### src/rtl/hiseq_pkg.sv
package hiseq_pkg;
    typedef enum logic {
        ST_IDLE = 1'b0,
        ST_RUN  = 1'b1
    } seq_state_e;
endpackage

### src/rtl/hs_pos_ctr.sv
// Position and in-window counter for one half pass.
module hs_pos_ctr #(
    parameter int LEN_W = 13,
    parameter int WIN   = 16
) (
    input  logic             clk,
    input  logic             rst_n,
    input  logic             clr_i,
    input  logic             adv_i,
    output logic [LEN_W-1:0] pos_o,
    output logic             win_first_o
);
    localparam int WIN_W = $clog2(WIN);
    localparam logic [WIN_W-1:0] WIN_LAST = WIN_W'(WIN - 1);

    typedef struct packed {
        logic [LEN_W-1:0] pos;
        logic [WIN_W-1:0] wc;
    } ctr_t;

    ctr_t c_d, c_q;

    always_comb begin
        c_d = c_q;
        if (clr_i) begin
            c_d.pos = '0;
            c_d.wc  = '0;
        end else if (adv_i) begin
            c_d.pos = c_q.pos + LEN_W'(1);
            c_d.wc  = (c_q.wc == WIN_LAST) ? '0 : c_q.wc + WIN_W'(1);
        end
    end

    always_ff @(posedge clk or negedge rst_n) begin
        if (!rst_n) c_q <= '0;
        else        c_q <= c_d;
    end

    assign pos_o       = c_q.pos;
    assign win_first_o = (c_q.wc == '0);

    // a full window rolls over into a new window start
    p_win_wrap_r6: assert property (@(posedge clk) disable iff (!rst_n)
        (adv_i && !clr_i && c_q.wc == WIN_LAST) |=> win_first_o);

    // a restart always returns the position to zero
    p_clr_zero_r2: assert property (@(posedge clk) disable iff (!rst_n)
        clr_i |=> (pos_o == '0));
endmodule

### src/rtl/hs_addr_mux.sv
// Picks natural or permuted order for each of the three read ports.
module hs_addr_mux #(
    parameter int AW = 13
) (
    input  logic          even_i,
    input  logic [AW-1:0] nat_i,
    input  logic [AW-1:0] perm_i,
    output logic [AW-1:0] sym_o,
    output logic [AW-1:0] par_o,
    output logic [AW-1:0] ext_o
);
    localparam int NPORT = 3;
    logic [NPORT-1:0][AW-1:0] sel;

    for (genvar g = 0; g < NPORT; g++) begin : g_port
        assign sel[g] = even_i ? perm_i : nat_i;
    end

    assign sym_o = sel[0];
    assign par_o = sel[1];
    assign ext_o = sel[2];
endmodule

### src/rtl/halfiter_seq.sv
module halfiter_seq #(
    parameter int LEN_W = 13,
    parameter int WIN   = 16
) (
    input  logic             clk,
    input  logic             rst_n,
    input  logic             sync_clr,
    input  logic             start,
    input  logic [LEN_W-1:0] blk_len,
    input  logic [3:0]       iter_cfg,
    input  logic [LEN_W-1:0] perm_addr,
    output logic [LEN_W-1:0] perm_idx,
    output logic             rd_en,
    output logic [LEN_W-1:0] sym_addr,
    output logic [LEN_W-1:0] par_addr,
    output logic [LEN_W-1:0] ext_addr,
    output logic             par_sel,
    output logic             half_even,
    output logic [3:0]       iter_num,
    output logic             win_start,
    output logic             half_done,
    output logic             done
);
    import hiseq_pkg::*;

    typedef struct packed {
        seq_state_e       st;
        logic             even;
        logic [3:0]       iter;
        logic [3:0]       lim;
        logic [LEN_W-1:0] len;
        logic             hdone;
        logic             fin;
    } seq_t;

    seq_t s_d, s_q;
    logic             ctr_clr, ctr_adv, win_first, last_addr;
    logic [LEN_W-1:0] pos;

    hs_pos_ctr #(.LEN_W(LEN_W), .WIN(WIN)) u_ctr (
        .clk        (clk),
        .rst_n      (rst_n),
        .clr_i      (ctr_clr),
        .adv_i      (ctr_adv),
        .pos_o      (pos),
        .win_first_o(win_first)
    );

    hs_addr_mux #(.AW(LEN_W)) u_mux (
        .even_i(s_q.even),
        .nat_i (pos),
        .perm_i(perm_addr),
        .sym_o (sym_addr),
        .par_o (par_addr),
        .ext_o (ext_addr)
    );

    assign last_addr = (s_q.st == ST_RUN) && (pos == s_q.len - LEN_W'(1));

    always_comb begin
        s_d       = s_q;
        s_d.hdone = 1'b0;
        s_d.fin   = 1'b0;
        ctr_clr   = 1'b0;
        ctr_adv   = 1'b0;
        if (sync_clr) begin
            s_d.st   = ST_IDLE;
            s_d.even = 1'b0;
            ctr_clr  = 1'b1;
        end else begin
            case (s_q.st)
                ST_IDLE: begin
                    if (start) begin
                        s_d.st   = ST_RUN;
                        s_d.even = 1'b0;
                        s_d.iter = 4'd1;
                        s_d.lim  = (iter_cfg == 4'd0) ? 4'd1 : iter_cfg;
                        s_d.len  = (blk_len == '0) ? LEN_W'(1) : blk_len;
                        ctr_clr  = 1'b1;
                    end
                end
                ST_RUN: begin
                    if (last_addr) begin
                        ctr_clr   = 1'b1;
                        s_d.hdone = 1'b1;
                        if (!s_q.even) begin
                            s_d.even = 1'b1;
                        end else if (s_q.iter == s_q.lim) begin
                            s_d.st   = ST_IDLE;
                            s_d.even = 1'b0;
                            s_d.fin  = 1'b1;
                        end else begin
                            s_d.even = 1'b0;
                            s_d.iter = s_q.iter + 4'd1;
                        end
                    end else begin
                        ctr_adv = 1'b1;
                    end
                end
                default: s_d.st = ST_IDLE;
            endcase
        end
    end

    always_ff @(posedge clk or negedge rst_n) begin
        if (!rst_n) begin
            s_q.st    <= ST_IDLE;
            s_q.even  <= 1'b0;
            s_q.iter  <= 4'd0;
            s_q.lim   <= 4'd1;
            s_q.len   <= LEN_W'(1);
            s_q.hdone <= 1'b0;
            s_q.fin   <= 1'b0;
        end else begin
            s_q <= s_d;
        end
    end

    assign rd_en     = (s_q.st == ST_RUN);
    assign perm_idx  = pos;
    assign par_sel   = s_q.even;
    assign half_even = s_q.even;
    assign iter_num  = s_q.iter;
    assign win_start = rd_en && win_first;
    assign half_done = s_q.hdone;
    assign done      = s_q.fin;

    // the natural index never leaves the block
    p_pos_in_block_r2: assert property (@(posedge clk) disable iff (!rst_n)
        rd_en |-> (pos < s_q.len));

    // the iteration number stays within 1..limit while reading
    p_iter_bound_r4: assert property (@(posedge clk) disable iff (!rst_n)
        rd_en |-> (iter_num >= 4'd1 && iter_num <= s_q.lim));

    // a half ends only right after a read cycle
    p_hdone_after_read_r7: assert property (@(posedge clk) disable iff (!rst_n)
        half_done |-> $past(rd_en));

    // completion coincides with the final half end and an idle read port
    p_done_idle_r8: assert property (@(posedge clk) disable iff (!rst_n)
        done |-> (half_done && !rd_en));

    // abort forces idle and suppresses completion
    p_abort_r10: assert property (@(posedge clk) disable iff (!rst_n)
        sync_clr |=> (!rd_en && !done));

    // the odd half is always followed by the even half
    p_odd_then_even_r4: assert property (@(posedge clk) disable iff (!rst_n)
        (half_done && !$past(half_even) && !$past(sync_clr)) |-> (rd_en && half_even));
endmodule

### config.mk
export PLATFORM = sky130hd
export DESIGN_NAME = halfiter_seq
export DESIGN_NICKNAME = d
export VERILOG_FILES = /design/src/rtl/hiseq_pkg.sv /design/src/rtl/hs_pos_ctr.sv /design/src/rtl/hs_addr_mux.sv /design/src/rtl/halfiter_seq.sv
export SDC_FILE = /design/constraint.sdc
export NUM_CORES = 1
export LEC_CHECK = 0
export ABC_AREA = 1
export BUFFER_PORTS_ARGS = -buffer_cell sky130_fd_sc_hd__buf_2
export CORE_ASPECT_RATIO = 0.75
export CORE_UTILIZATION = 53
export CTS_CLUSTER_DIAMETER = 40
export DETAILED_ROUTE_END_ITERATION = 10
export PLACE_DENSITY = 0.89
export SLEW_MARGIN = 20
export SYNTH_ARGS = -nofsm -noshare
export SYNTH_HDL_FRONTEND = slang
export SYNTH_HIERARCHICAL = 1
export SYNTH_SLANG_ARGS = --single-unit
### constraint.sdc
create_clock -name clk -period 3.7 [get_ports clk]
set_clock_uncertainty 0.2 [all_clocks]
set_input_delay 0.37 -clock clk [delete_from_list [all_inputs] [get_ports clk]]
set_output_delay 0.37 -clock clk [all_outputs]
set_load 0.01 [all_outputs]
==> metrics.yaml <==
netlist_area_sq_um: 3410
grt_pass1_wl_um: 13600
status: "finished with violations"
p_clk_frac: 0.277
r2r-end: "u_ctr/pos_o[12]$_DFFE_PN0P_"
cts_resized: 0
avgRoutedWirePerCell_um: 13.4
hold_viol_final: 4
syn_area_per_cell_sq_um: 6.89
die_w_um: 94.6
grt_pass1_vias: 3001
via_per_inst: 5.15
drtAntennaViolNets: 0
antenna_found_initial: 0
crit_required_ns: 3.69
ys_warn_count: 6
crit_start: "s_q[2]$_DFFE_PN1P_"
clkSinkCount: 42
start_util: 0.568
seq_area_frac_synth: 0.309
power.leakage_nw: 2.13
drive_above_1_share: 0.257
path_max_fanout: 7
worst_slack_ns: 0.705
grt_usage: 0.262
crit_chain: "inv_2 -> ha_1 -> nand2_4 -> nor2_1 -> nand2_1 -> nand3_1 -> and3_2 -> nand3_2 -> nand2_2 -> nor2_1 -> nor2_1 -> nor3_1 -> nand3_1 -> nand2_1 -> nor2_1"
io_buffer_count: 95
grt_max_degree: 43
violations: "negative hold slack"
route.detailed.drc: 0
drtIter0Drc: 164
hpwlAfterDp_um: 6630
slowest_stage: "dfstp_2"
root_buffer: "clkbuf_8"
gr-total-overflow: 0
ys_ff_latch: 42
setup-violations-final: 0
crit_buf_inv: 1
powerDensity_nw_per_um2: 351
p_switching_w: 0.000459
r2r_start: "s_q[2]$_DFFE_PN1P_"
ys_top_cells_by_area: "dfrtp_1 29%, nand2_1 18%, buf_4 9.9%"
pre_cts_ws_ns: 0.747
synth_nets: 534
fin_nets: 586
combPwrFrac: 0.295
cts_buffers: 5
io-pin-count: 96
cp_slowest_stage_delay_ns: 0.54
end_kind: "flop"
die-area_sq_um: 6760
maxCapViolCount: 0
rsz0062_at_grt: "no"
fp.coreArea_sq_um: 6010
slew_headroom: 0.395
critPathArrivalTime_ns: 2.99
max-vdd-ir-drop_uv: 246
maxSlewViolCount: 0
die_y_um: 71.5
worstMarginPinSlew_ns: 0.908
p_int_w: 0.000842
row_count: 24
wl_um: 8380
rrSetupSlack_ns: 0.70
whs_ns: -0.00584
htreeDepth: 2
diodes: 0
min_period_ns: 3.00
fmax_mhz: 334
cp_top_family: "simple AND/OR/NAND/NOR gates"
area_growth_pct: 8.85
postCtsSetupBuffers: 0
yosys.area.top_type: "dfrtp_1"
ys_types: 36
place_congestion: 0.921
cts-hold-fix-buffers: 0
clkLatencyLatePin_ns: 0.30
via_count: 3225
start_kind: "flop"
min_path_type: "in2async"
synthCells: 495
mostFrequentLayoutCell: "nand2_1"
path_clk_slew_ns: 0.08
cts_tree: "yes"
mostFrequentLayoutCells: "163 x nand2_1, 95 x buf_2, 55 x inv_1"
switching_share: 0.353
cts_buffer_depth: 2
period_share: 0.810
setup_tns_ns: 0
synth_top_area_frac: 0.294
firstDrtPassIters: 4
sequentialPowerShare: 0.428
r2r_cells: 15
crit_top_cell: "nor2_1"
criticalPathCategory: "reg2reg"
==> power groups by stage <==
| stage | clock network (W) | logic (W) | registers, W |
|---|---|---|---|
| floorplan | 0 | 0.000309 | 0.000545 |
| global placement | 0 | 0.000369 | 0.000562 |
| detailed placement | 0 | 0.000380 | 0.000564 |
| CTS | 0.000365 | 0.000384 | 0.000555 |
| global route | 0.000382 | 0.000436 | 0.000563 |
| finish | 0.000361 | 0.000384 | 0.000556 |
==> metrics by stage <==
step	std cells	total power [W]	utilization	cell area [sq um]
after floorplan	495	0.000854	-	3410
after detailed placement	618	0.000944	0.600	3600
final	626	0.00130	0.618	3710
after CTS	626	0.00130	0.618	3710
after global placement	618	0.000931	0.600	3600
after global routing	626	0.00138	0.618	3710
==> cell type report <==
cell class | count | area [sq um]
Fill cell | 586 | 2300
Tap cell | 78 | 97.6
Timing Repair Buffer | 96 | 483
Sequential cell | 42 | 1050
Clock inverter | 1 | 30.0
Multi-Input combinational cell | 340 | 1740
Inverter | 62 | 234
Clock buffer | 7 | 76.3
==> cell families (layout without fill, tap and decap cells) <==
logic type,after synthesis,in the layout,share of synthesized area
AO/OA/AOI/OAI,38,38,0.0591
XOR/XNOR,14,14,0.0360
adder cells (fa/ha/maj),5,5,0.0184
buffers and inverters,113,166,0.182
flip-flops,42,42,0.309
AND/OR/NAND/NOR,283,283,0.396
==> routing by layer <==
metal / vias up / track usage / wire (um)
met5: - / 0 / 0
met4: 0 / 0.0724 / 89
met3: 8 / 0.0467 / 721
met2: 125 / 0.450 / 4000
met1: 1479 / 0.340 / 3560
li1: 1613 / - / -
==> how the worst max path moves through the flow <==
stage | endpoint | slack [ns] | cells after the start
5_1_grt | u_ctr/pos_o[11]$_DFFE_PN0P_ | 0.42 | 18
4_1_cts | u_ctr/pos_o[11]$_DFFE_PN0P_ | 0.72 | 18
3_3_place_gp | u_ctr/pos_o[11]$_DFFE_PN0P_ | 0.81 | 17
2_1_floorplan | u_ctr/pos_o[11]$_DFFE_PN0P_ | 1.05 | 17
3_5_place_dp | u_ctr/pos_o[11]$_DFFE_PN0P_ | 0.75 | 17
6_report | u_ctr/pos_o[12]$_DFFE_PN0P_ | 0.70 | 15
==> Yosys cell counts (all sizes together) <==
| cell | number |
|---|---|
| nor3 | 3 |
| a21oi | 13 |
| dfstp | 2 |
| o21ai | 21 |
| a22oi | 1 |
| inv | 61 |
| nand3b | 3 |
| nor2 | 53 |
| dfrtp | 40 |
| buf | 47 |
| nand3 | 27 |
| ha | 5 |
| xnor2 | 8 |
| clkbuf | 4 |
| a22o | 1 |
| nor3b | 3 |
| and3 | 3 |
| nand2 | 175 |
| xor2 | 6 |
| nand4 | 13 |
| clkinv | 1 |
| a311oi | 1 |
| nor4 | 3 |
| o22ai | 1 |
==> sequential cells by signal, indices dropped and copies added (netlist names) <==
name and cells:
iter_num 4, rd_en 1, half_even 1, done 1, s_q 17, u_ctr/pos_o 13, half_done 1, u_ctr/c_q 4
(Power assumes the default switching activity.)
